File: config.mk
export PLATFORM = sky130hd
export DESIGN_NAME = bus_match_cmp
export DESIGN_NICKNAME = d
export VERILOG_FILES = /design/src/rtl/bmc_pkg.sv /design/src/rtl/bmc_access_qual.sv /design/src/rtl/bmc_data_qual.sv /design/src/rtl/bus_match_cmp.sv
export SDC_FILE = /design/constraint.sdc
export NUM_CORES = 1
export LEC_CHECK = 0
export ABC_CLOCK_PERIOD_IN_PS = 1000
export BUFFER_PORTS_ARGS = -buffer_cell sky130_fd_sc_hd__buf_2
export CORE_MARGIN = 2
export CORE_UTILIZATION = 22
export DETAILED_ROUTE_END_ITERATION = 10
export PLACE_DENSITY_LB_ADDON = 0.05
export SLEW_MARGIN = 20
export SYNTH_ARGS = -nofsm -noshare
export SYNTH_HDL_FRONTEND = slang
export SYNTH_HIERARCHICAL = 1
export SYNTH_SLANG_ARGS = --single-unit
File: constraint.sdc
create_clock -name clk -period 1 [get_ports clk]
set_clock_uncertainty 0.1 [all_clocks]
set_input_delay 0.05 -clock clk [delete_from_list [all_inputs] [get_ports clk]]
set_output_delay 0.05 -clock clk [all_outputs]
set_load 0.03 [all_outputs]
File: src/rtl/bmc_pkg.sv
package bmc_pkg;
  localparam int LANE_W = 8;

  function automatic int lane_count(input int data_w);
    return data_w / LANE_W;
  endfunction
endpackage

File: src/rtl/bmc_access_qual.sv
module bmc_access_qual #(
  parameter int ADDR_W = 16
) (
  input  logic [ADDR_W-1:0] acc_addr,
  input  logic              acc_rd,
  input  logic              acc_word,
  input  logic [ADDR_W-1:0] cfg_addr,
  input  logic              cfg_dir_en,
  input  logic              cfg_dir_rd,
  input  logic              cfg_size_en,
  input  logic              cfg_size_word,
  output logic              qual_ok
);
  logic addr_hit;
  logic dir_ok;
  logic size_ok;

  // exact start address only: a word starting one below is not a hit
  always_comb begin
    addr_hit = (acc_addr == cfg_addr);
    dir_ok   = !cfg_dir_en || (acc_rd == cfg_dir_rd);
    size_ok  = !cfg_size_en || (acc_word == cfg_size_word);
    qual_ok  = addr_hit && dir_ok && size_ok;
  end
endmodule

File: src/rtl/bmc_data_qual.sv
module bmc_data_qual
  import bmc_pkg::*;
#(
  parameter int DATA_W = 16
) (
  input  logic [DATA_W-1:0] acc_data,
  input  logic [DATA_W-1:0] cfg_data,
  input  logic [DATA_W-1:0] cfg_mask,
  output logic              data_ok
);
  localparam int LANES = lane_count(DATA_W);

  logic [LANES-1:0] lane_ok;

  // per-lane masked compare; lane LANES-1 is the lowest address (big-endian)
  for (genvar l = 0; l < LANES; l++) begin : g_lane
    logic [LANE_W-1:0] diff;
    always_comb begin
      diff       = (acc_data[l*LANE_W +: LANE_W] ^ cfg_data[l*LANE_W +: LANE_W])
                 & cfg_mask[l*LANE_W +: LANE_W];
      lane_ok[l] = (diff == '0);
    end
  end

  assign data_ok = &lane_ok;
endmodule

File: src/rtl/bus_match_cmp.sv
module bus_match_cmp
  import bmc_pkg::*;
#(
  parameter int ADDR_W = 16,
  parameter int DATA_W = 16
) (
  input  logic              clk,
  input  logic              rst,
  input  logic              acc_valid,
  input  logic [ADDR_W-1:0] acc_addr,
  input  logic              acc_rd,
  input  logic              acc_word,
  input  logic [DATA_W-1:0] acc_data,
  input  logic [ADDR_W-1:0] cfg_addr,
  input  logic              cfg_dir_en,
  input  logic              cfg_dir_rd,
  input  logic              cfg_size_en,
  input  logic              cfg_size_word,
  input  logic [DATA_W-1:0] cfg_data,
  input  logic [DATA_W-1:0] cfg_mask,
  output logic              match_o
);
  logic qual_ok;
  logic data_ok;
  logic match_q;

  bmc_access_qual #(.ADDR_W(ADDR_W)) u_acc (
    .acc_addr     (acc_addr),
    .acc_rd       (acc_rd),
    .acc_word     (acc_word),
    .cfg_addr     (cfg_addr),
    .cfg_dir_en   (cfg_dir_en),
    .cfg_dir_rd   (cfg_dir_rd),
    .cfg_size_en  (cfg_size_en),
    .cfg_size_word(cfg_size_word),
    .qual_ok      (qual_ok)
  );

  bmc_data_qual #(.DATA_W(DATA_W)) u_data (
    .acc_data(acc_data),
    .cfg_data(cfg_data),
    .cfg_mask(cfg_mask),
    .data_ok (data_ok)
  );

  always_ff @(posedge clk) begin
    if (rst) match_q <= 1'b0;
    else     match_q <= acc_valid && qual_ok && data_ok;
  end

  assign match_o = match_q;

  // cleared by reset
  assert_reset_clear_R1: assert property (@(posedge clk) rst |=> !match_o);

  // a pulse only follows a valid access
  assert_needs_valid_R10: assert property (@(posedge clk) disable iff (rst)
    match_o |-> $past(acc_valid));

  // exact address
  assert_exact_addr_R2: assert property (@(posedge clk) disable iff (rst)
    match_o |-> $past(acc_addr == cfg_addr));

  // size filter honoured
  assert_size_filter_R4: assert property (@(posedge clk) disable iff (rst)
    (match_o && $past(cfg_size_en)) |-> $past(acc_word == cfg_size_word));

  // direction filter honoured
  assert_dir_filter_R6: assert property (@(posedge clk) disable iff (rst)
    (match_o && $past(cfg_dir_en)) |-> $past(acc_rd == cfg_dir_rd));

  // masked data agrees
  assert_data_mask_R7: assert property (@(posedge clk) disable iff (rst)
    match_o |-> $past(((acc_data ^ cfg_data) & cfg_mask) == '0));
endmodule

* After elaboration in Yosys (flattened, before gate mapping)
Index checks and enable logic that the tools add are counted.
Storage, ports and cells: bits in registers 1, bits of input ports 89, word-level logic and storage cells 19
Cells by class: equality and inequality tests 3, bitwise logic cells 4, reductions and logical operators 11
Operator list (number):
- 8-bit AND | 2
- 16-bit == test | 1
- 8-bit zero test | 2
- 8-bit XOR | 2
- 1-bit logical AND | 4
- 1-bit == test | 2
- 1-bit zero test | 2
- 1-bit logical OR | 2
- 2-bit AND reduction | 1

* Longest topological paths before layout
Gate-level depths: netlist of run 1.
word-level depth 6, depth in mapped cells 5

* Cells and area by module
Netlist of run 1, hierarchy kept.
By module, submodules not included:
- bmc_data_qual | instances 1, cells an instance 27, area each 216.5 um^2
- bmc_access_qual | instances 1, cells an instance 25, area each 207.7 um^2
- bus_match_cmp | instances 1, cells an instance 2, area each 30.0 um^2

* Worst setup path before layout of run 1
Ideal clock, no wire load.
path kind input to register, start input cfg_addr[11], end register match_q, in the netlist match_o, arrival time 776 ps, required time 839 ps, setup slack 63 ps, stages 5, cell sequence xnor2_1 nand4_1 a221o_1 nor2_1 and4b_1
Between the ends: word-level cells in the longest chain between the ends 5
RTL lines:
- from (decl) | line bus_match_cmp.sv:14 | input logic [ADDR_W-1:0] cfg_addr,
- 16-bit == test | line bmc_access_qual.sv:20 | addr_hit = (acc_addr == cfg_addr);
- 1-bit logical AND (2 in a row) | line bmc_access_qual.sv:23 | qual_ok = addr_hit && dir_ok && size_ok;
- net qual_ok | line bus_match_cmp.sv:23 | logic qual_ok;
- 1-bit logical AND (2 in a row) | line bus_match_cmp.sv:48 | else match_q <= acc_valid && qual_ok && data_ok;
- to (signal assigned) | line bus_match_cmp.sv:48
- to (decl) | line bus_match_cmp.sv:25 | logic match_q;
The timed path passes the listed nets, and every way through them passes these cells. A chain may end at the register's enable or synchronous reset.

* Final worst setup path of run 1
Same ends and word-level chain as after synthesis.

==> results of run 1 <==
## area by class of cell
type,instances,area (sq um),area share (%)
Multi-Input combinational cell,53,451.7,45.70
Tap cell,27,33.78,3.418
Timing Repair Buffer,89,483.0,48.86
Sequential cell,1,20.02,2.025
## cell families (layout without fill, tap and decap cells)
group	after synthesis	after routing	share of synthesized area (%)
DFF	1	1	4.408
buffers and inverters	0	89	0
xor gates and xnor gates	34	34	65.56
AOI/OAI and AO/OA	9	9	15.43
and+or+nand+nor	10	10	14.60
## placed cells by master, fill, tap and decap left out
cell	n
buf_2	83
xor2_1	30
a22oi_1	7
buf_6	6
xnor2_1	4
nand4_1	3
nor4_2	3
nor2_1	2
and4b_1	1
dfxtp_1	1
a221o_1	1
nand3_1	1
a22oi_2	1
## report_power, final
group / switching, W / total [W] / internal (W) / leakage, nW
Sequential: 0.00000000000118 / 0.0000407 / 0.0000407 / 0.00805
Clock: 0 / 0 / 0 / 0
Combinational: 0.000132 / 0.000355 / 0.000223 / 0.537
## through the flow
| step | power, W | utilization [%] | worst slack, ps | hold WS (ps) | area, sq um |
|---|---|---|---|---|---|
| floorplan | 0.0001690 | - | 63.46 | 149.1 | 454.2 |
| global placement | 0.0003640 | 47.58 | -149.6 | 229.3 | 933.4 |
| detailed placement | 0.0003708 | 47.58 | -189.9 | 249.7 | 933.4 |
| CTS | 0.0003862 | 49.17 | -139.7 | 250.2 | 964.7 |
| global route | 0.0004319 | 50.38 | -174.5 | 250.0 | 988.4 |
| finish | 0.0003958 | 50.38 | -101.5 | 235.8 | 988.4 |
## routing by layer
layer  vias up  share of wire [%]
met5         -                  0
met4         0               0.50
met3         2                 13
met2        49                 51
met1       288                 36
li1        374                  -
## timing repair
| action | in CTS | in global routing |
|---|---|---|
| pin swaps | 9 | 8 |
| setup buffers | 0 | 0 |
| setup endpoints to repair | 1 | 1 |
| gates resized for setup | 5 | 4 |
## worst paths after layout
kind | end | slack [ps] | depth (start not counted)
setup / recovery | match_o$_SDFF_PP0_ | -100 | 6
hold / removal | match_o$_SDFF_PP0_ | 240 | 2
==> flow_metrics.py, run 1 <==
metrics = {
    "detailed_routing": {
        "routed_wirelength_mm": 1.592,
        "vias": 713,
        "postRouteAntennaNets": 0,
        "wl_per_cell_um": 9.365,
        "drt_iter0_markers": 0,
        "vias_per_cell": 4.194,
        "drc": 0,
        "dr.pass1.iters": 1,
    },
    "final_layout": {
        "final_nets": 234,
        "antenna_cells": 0,
        "area_delta_synth_final_pct": 117.6,
        "drive_gt1_share_pct": 65.03,
        "fillers": 214,
        "fin_cells": 170,
        "largest_reg_flops": 1,
    },
    "grt": {
        "grt_max_degree": 2,
        "met3_usage_pct": 2.454,
        "grtUsageTotal_pct": 10.74,
        "use_met2_pct": 22.52,
        "globalRouteMet1Util_pct": 10.83,
        "gr-total-overflow": 0,
        "antenna_found_initial": 0,
        "grt_pass1_wl_mm": 2.249,
        "gr-max-usage-layer": "met2",
        "grt_pass1_vias": 621,
    },
    "floorplanning": {
        "dieArea_sq_mm": 0.002444,
        "placementRows": 16,
        "die_h_um": 49.44,
        "initial_core_util_pct": 23.15,
        "core-area_sq_mm": 0.001962,
        "die_w_um": 49.44,
        "io_pins": 90,
    },
    "worst_setup_path": {
        "crit_arrival_ps": 940,
        "cp_num_buf_inv": 1,
        "crit_required_ps": 840,
        "cp-end-kind": "register",
        "critPathMaxFanout": 1,
        "slowest_stage": "a221o_1",
        "crit_path_start_kind": "input port",
        "crit_chain": "buf_2, xnor2_1, nand4_1, a221o_1, nor2_1, and4b_1",
        "setup.worst_path.start": "cfg_addr[11]",
        "worstSetupPathType": "input port to register",
        "crit_family": "simple AND/OR/NAND/NOR gates",
        "max_stage_delay_ps": 270,
    },
    "synth": {
        "ys_ff_latch": 1,
        "ys_seq_area_share_pct": 4.408,
        "yosysMostFrequentCell": "xor2_1",
        "syn_inst": 54,
        "syn-cell-area_sq_um": 454.2,
        "synth_top_area_share_pct": 57.85,
        "yosysWarnings": 6,
        "ys_top_cells_by_area": "xor2_1, a22oi_1, xnor2_1, dfxtp_1, nand4_1",
        "syn_nets": 143,
        "synthArstFlopShare_pct": 0,
        "yosysTopAreaCell": "xor2_1",
        "synth-edff-count": 0,
        "ys_types": 11,
        "synth_commonest_cells": "xor2_1, a22oi_1, xnor2_1",
        "avgSynthCellArea_sq_um": 8.411,
        "ys.flop_type": "dfxtp_1",
    },
    "hold_path": {
        "min_path_type": "input port to register",
        "worstHoldStart": "acc_valid",
    },
    "sta": {
        "setup_tns_ps": -101.5,
        "hold_violations": 0,
        "layout_setup_ws_ps": -101.5,
        "timing.final.crit_period_ps": 1102,
        "relSlewSlack_pct": 86.63,
        "setup_violations": 1,
        "fin_crit_sh_pct": 110.2,
        "grt_setup_unrepaired": "yes",
        "maxSlewViolCount": 0,
        "fmax_ghz": 0.9078,
        "tightest_slew_ps": 198.8,
    },
    "place": {
        "place_inst": 170,
        "port_buffers": 89,
        "dp_hpwl_mm": 1.426,
        "place_congestion": 0.6215,
    },
    "clocking": {
        "hold_buffers": 0,
        "clk_pin_slew_ps": 0,
    },
    "run_status": {
        "status": "complete, but fails checks",
        "violations": "negative setup slack",
    },
    "job": {
        "drv_cap": 0,
    },
    "power_and_ir_drop": {
        "leakage_nw": 0.5447,
        "ir_drop_uv": 170.0,
        "power_density_mw_per_mm2": 400.4,
    },
}
No activity file was read; power rests on OpenSTA's default activity.
==> run 2, diff against run 1 <==
--- a/config.mk
+++ b/config.mk
@@ -5,7 +5,7 @@
 export SDC_FILE = /design/constraint.sdc
 export NUM_CORES = 1
 export LEC_CHECK = 0
-export ABC_CLOCK_PERIOD_IN_PS = 1000
+export ABC_CLOCK_PERIOD_IN_PS = 900
 export BUFFER_PORTS_ARGS = -buffer_cell sky130_fd_sc_hd__buf_2
 export CORE_MARGIN = 2
 export CORE_UTILIZATION = 22
==> constraint.sdc (replaced) <==
create_clock -name clk -period 0.9 [get_ports clk]
set_clock_uncertainty 0.1 [all_clocks]
set_input_delay 0.045 -clock clk [delete_from_list [all_inputs] [get_ports clk]]
set_output_delay 0.045 -clock clk [all_outputs]
set_load 0.03 [all_outputs]
==> run 2 against run 1 <==
  * The flow still finishes with violations (negative setup slack)
  * Critical path depth is the same
  * Final area grew 2.7%
  * Sequential power grew 11%
  * Final cell count is the same
  * Worst setup slack lost 93 ps
  * Critical endpoint unchanged
  * Via count grew 1.5%
  * Core utilization grew 1.3 points
  * Die area is the same
  * Hold slack lost 16 ps
==> flow_metrics.py, run 2 (same netlist as run 1, synthesis figures left out) <==
metrics = {
    "run_status": {
        "status": "complete, but fails checks",
        "violations": "negative setup slack",
    },
    "worst_setup_path": {
        "cp-end-kind": "register",
        "crit_arrival_ps": 930,
        "crit_required_ps": 740,
        "crit_chain": "buf_2, xnor2_1, nand4_1, a221o_1, nor2_1, and4b_1",
        "max_stage_delay_ps": 270,
        "critPathMaxFanout": 1,
        "cp_num_buf_inv": 1,
        "crit_family": "simple AND/OR/NAND/NOR gates",
        "crit_path_start_kind": "input port",
        "worstSetupPathType": "input port to register",
        "slowest_stage": "a221o_1",
    },
    "detailed_routing": {
        "dr.pass1.iters": 2,
        "vias_per_cell": 4.259,
        "vias": 724,
        "routed_wirelength_mm": 1.636,
        "drc": 0,
        "postRouteAntennaNets": 0,
        "wl_per_cell_um": 9.624,
        "drt_iter0_markers": 1,
    },
    "floorplanning": {
        "die_h_um": 49.44,
        "dieArea_sq_mm": 0.002444,
        "io_pins": 90,
        "placementRows": 16,
        "initial_core_util_pct": 23.15,
        "die_w_um": 49.44,
        "core-area_sq_mm": 0.001962,
    },
    "sta": {
        "relSlewSlack_pct": 86.06,
        "maxSlewViolCount": 0,
        "grt_setup_unrepaired": "yes",
        "hold_violations": 0,
        "setup_tns_ps": -194.5,
        "hold-worst-slack_ps": 219.7,
        "timing.final.crit_period_ps": 1094,
        "tightest_slew_ps": 207.4,
        "fmax_ghz": 0.9137,
        "fin_crit_sh_pct": 121.6,
        "setup_violations": 1,
        "layout_setup_ws_ps": -194.5,
    },
    "final_layout": {
        "register_area_sq_um": 20.02,
        "final_nets": 234,
        "drive_gt1_share_pct": 65.73,
        "area_delta_synth_final_pct": 123.4,
        "largest_reg_flops": 1,
        "multi_input_area_sq_um": 459.2,
        "antenna_cells": 0,
        "postLayoutCoreUtil_pct": 51.72,
        "fillers": 204,
        "final_common_cell": "buf_2",
        "layout_common_cells": "buf_2, xor2_1, buf_6",
    },
    "power_and_ir_drop": {
        "switching_share_pct": 33.16,
        "ir_drop_uv": 184.4,
        "clock_power_share_pct": 0,
        "total_power_w": 0.0004517,
        "netSwitchingPower_w": 0.0001498,
        "internal_power_w": 0.0003019,
        "pwr-share-comb_pct": 90.0,
        "p_seq_share_pct": 10.0,
        "leakage_nw": 0.5524,
        "power_density_mw_per_mm2": 445.2,
    },
    "hold_path": {
        "hold_depth": 2,
        "worstHoldStart": "acc_valid",
        "whs_endpoint": "match_o$_SDFF_PP0_",
        "min_path_type": "input port to register",
    },
    "grt": {
        "grtUsageTotal_pct": 11.13,
        "grt_pass1_vias": 648,
        "antenna_found_initial": 0,
        "gr-total-overflow": 0,
        "grt_pass1_wl_mm": 2.277,
        "grt_max_degree": 2,
    },
    "clocking": {
        "postCtsSetupBuffers": 0,
        "hold_buffers": 0,
        "clk_pin_slew_ps": 0,
    },
    "place": {
        "dp_hpwl_mm": 1.479,
        "place_congestion": 0.6217,
        "dp_slack_ps": -245.7,
        "port_buffers": 89,
    },
    "job": {
        "drv_cap": 0,
    },
}
-- run 2: layer usage --
| layer | wire length, um | vias to the layer above | global-route usage [%] |
|---|---|---|---|
| li1 | - | 373 | - |
| met1 | 498 | 304 | 9.743 |
| met2 | 918 | 47 | 24.77 |
| met3 | 219 | 0 | 3.067 |
| met4 | 0 | 0 | 0.9259 |
| met5 | 0 | - | 0 |
-- run 2: final cells by class --
type / instances / share of cell area, %
Timing Repair Buffer: 89 / 49.45
Sequential cell: 1 / 1.973
Multi-Input combinational cell: 53 / 45.25
Tap cell: 27 / 3.329
-- run 2: worst max-delay path by stage --
stage                       from                 end  cells after the start
floorplan           cfg_addr[11]  match_o$_SDFF_PP0_                      5
global placement     cfg_addr[1]  match_o$_SDFF_PP0_                      6
detailed placement   cfg_addr[8]  match_o$_SDFF_PP0_                      6
CTS                  cfg_addr[3]  match_o$_SDFF_PP0_                      6
global route         acc_data[9]  match_o$_SDFF_PP0_                      6
finish              cfg_addr[11]  match_o$_SDFF_PP0_                      6
-- run 2: power by group through the flow --
| stage | Combinational [W] | Clock [W] | Sequential, W |
|---|---|---|---|
| 6_report | 0.000406 | 0 | 0.0000452 |
| 2_1_floorplan | 0.000143 | 0 | 0.0000452 |
| 3_3_place_gp | 0.000359 | 0 | 0.0000452 |
| 4_1_cts | 0.000382 | 0 | 0.0000452 |
| 5_1_grt | 0.000446 | 0 | 0.0000452 |
| 3_5_place_dp | 0.000369 | 0 | 0.0000452 |
-- run 2: metrics by stage --
step                      instance area (sq um)  instances
after floorplan                           454.2         54
after global placement                    933.4        170
after detailed placement                  933.4        170
after CTS                                 958.4        170
after global routing                       1015        170
final                                      1015        170
-- run 2: what timing repair did --
item | 4_1_cts | 5_1_grt
gates resized for setup | 4 | 9
pin swaps | 3 | 13
setup endpoints to repair | 1 | 1
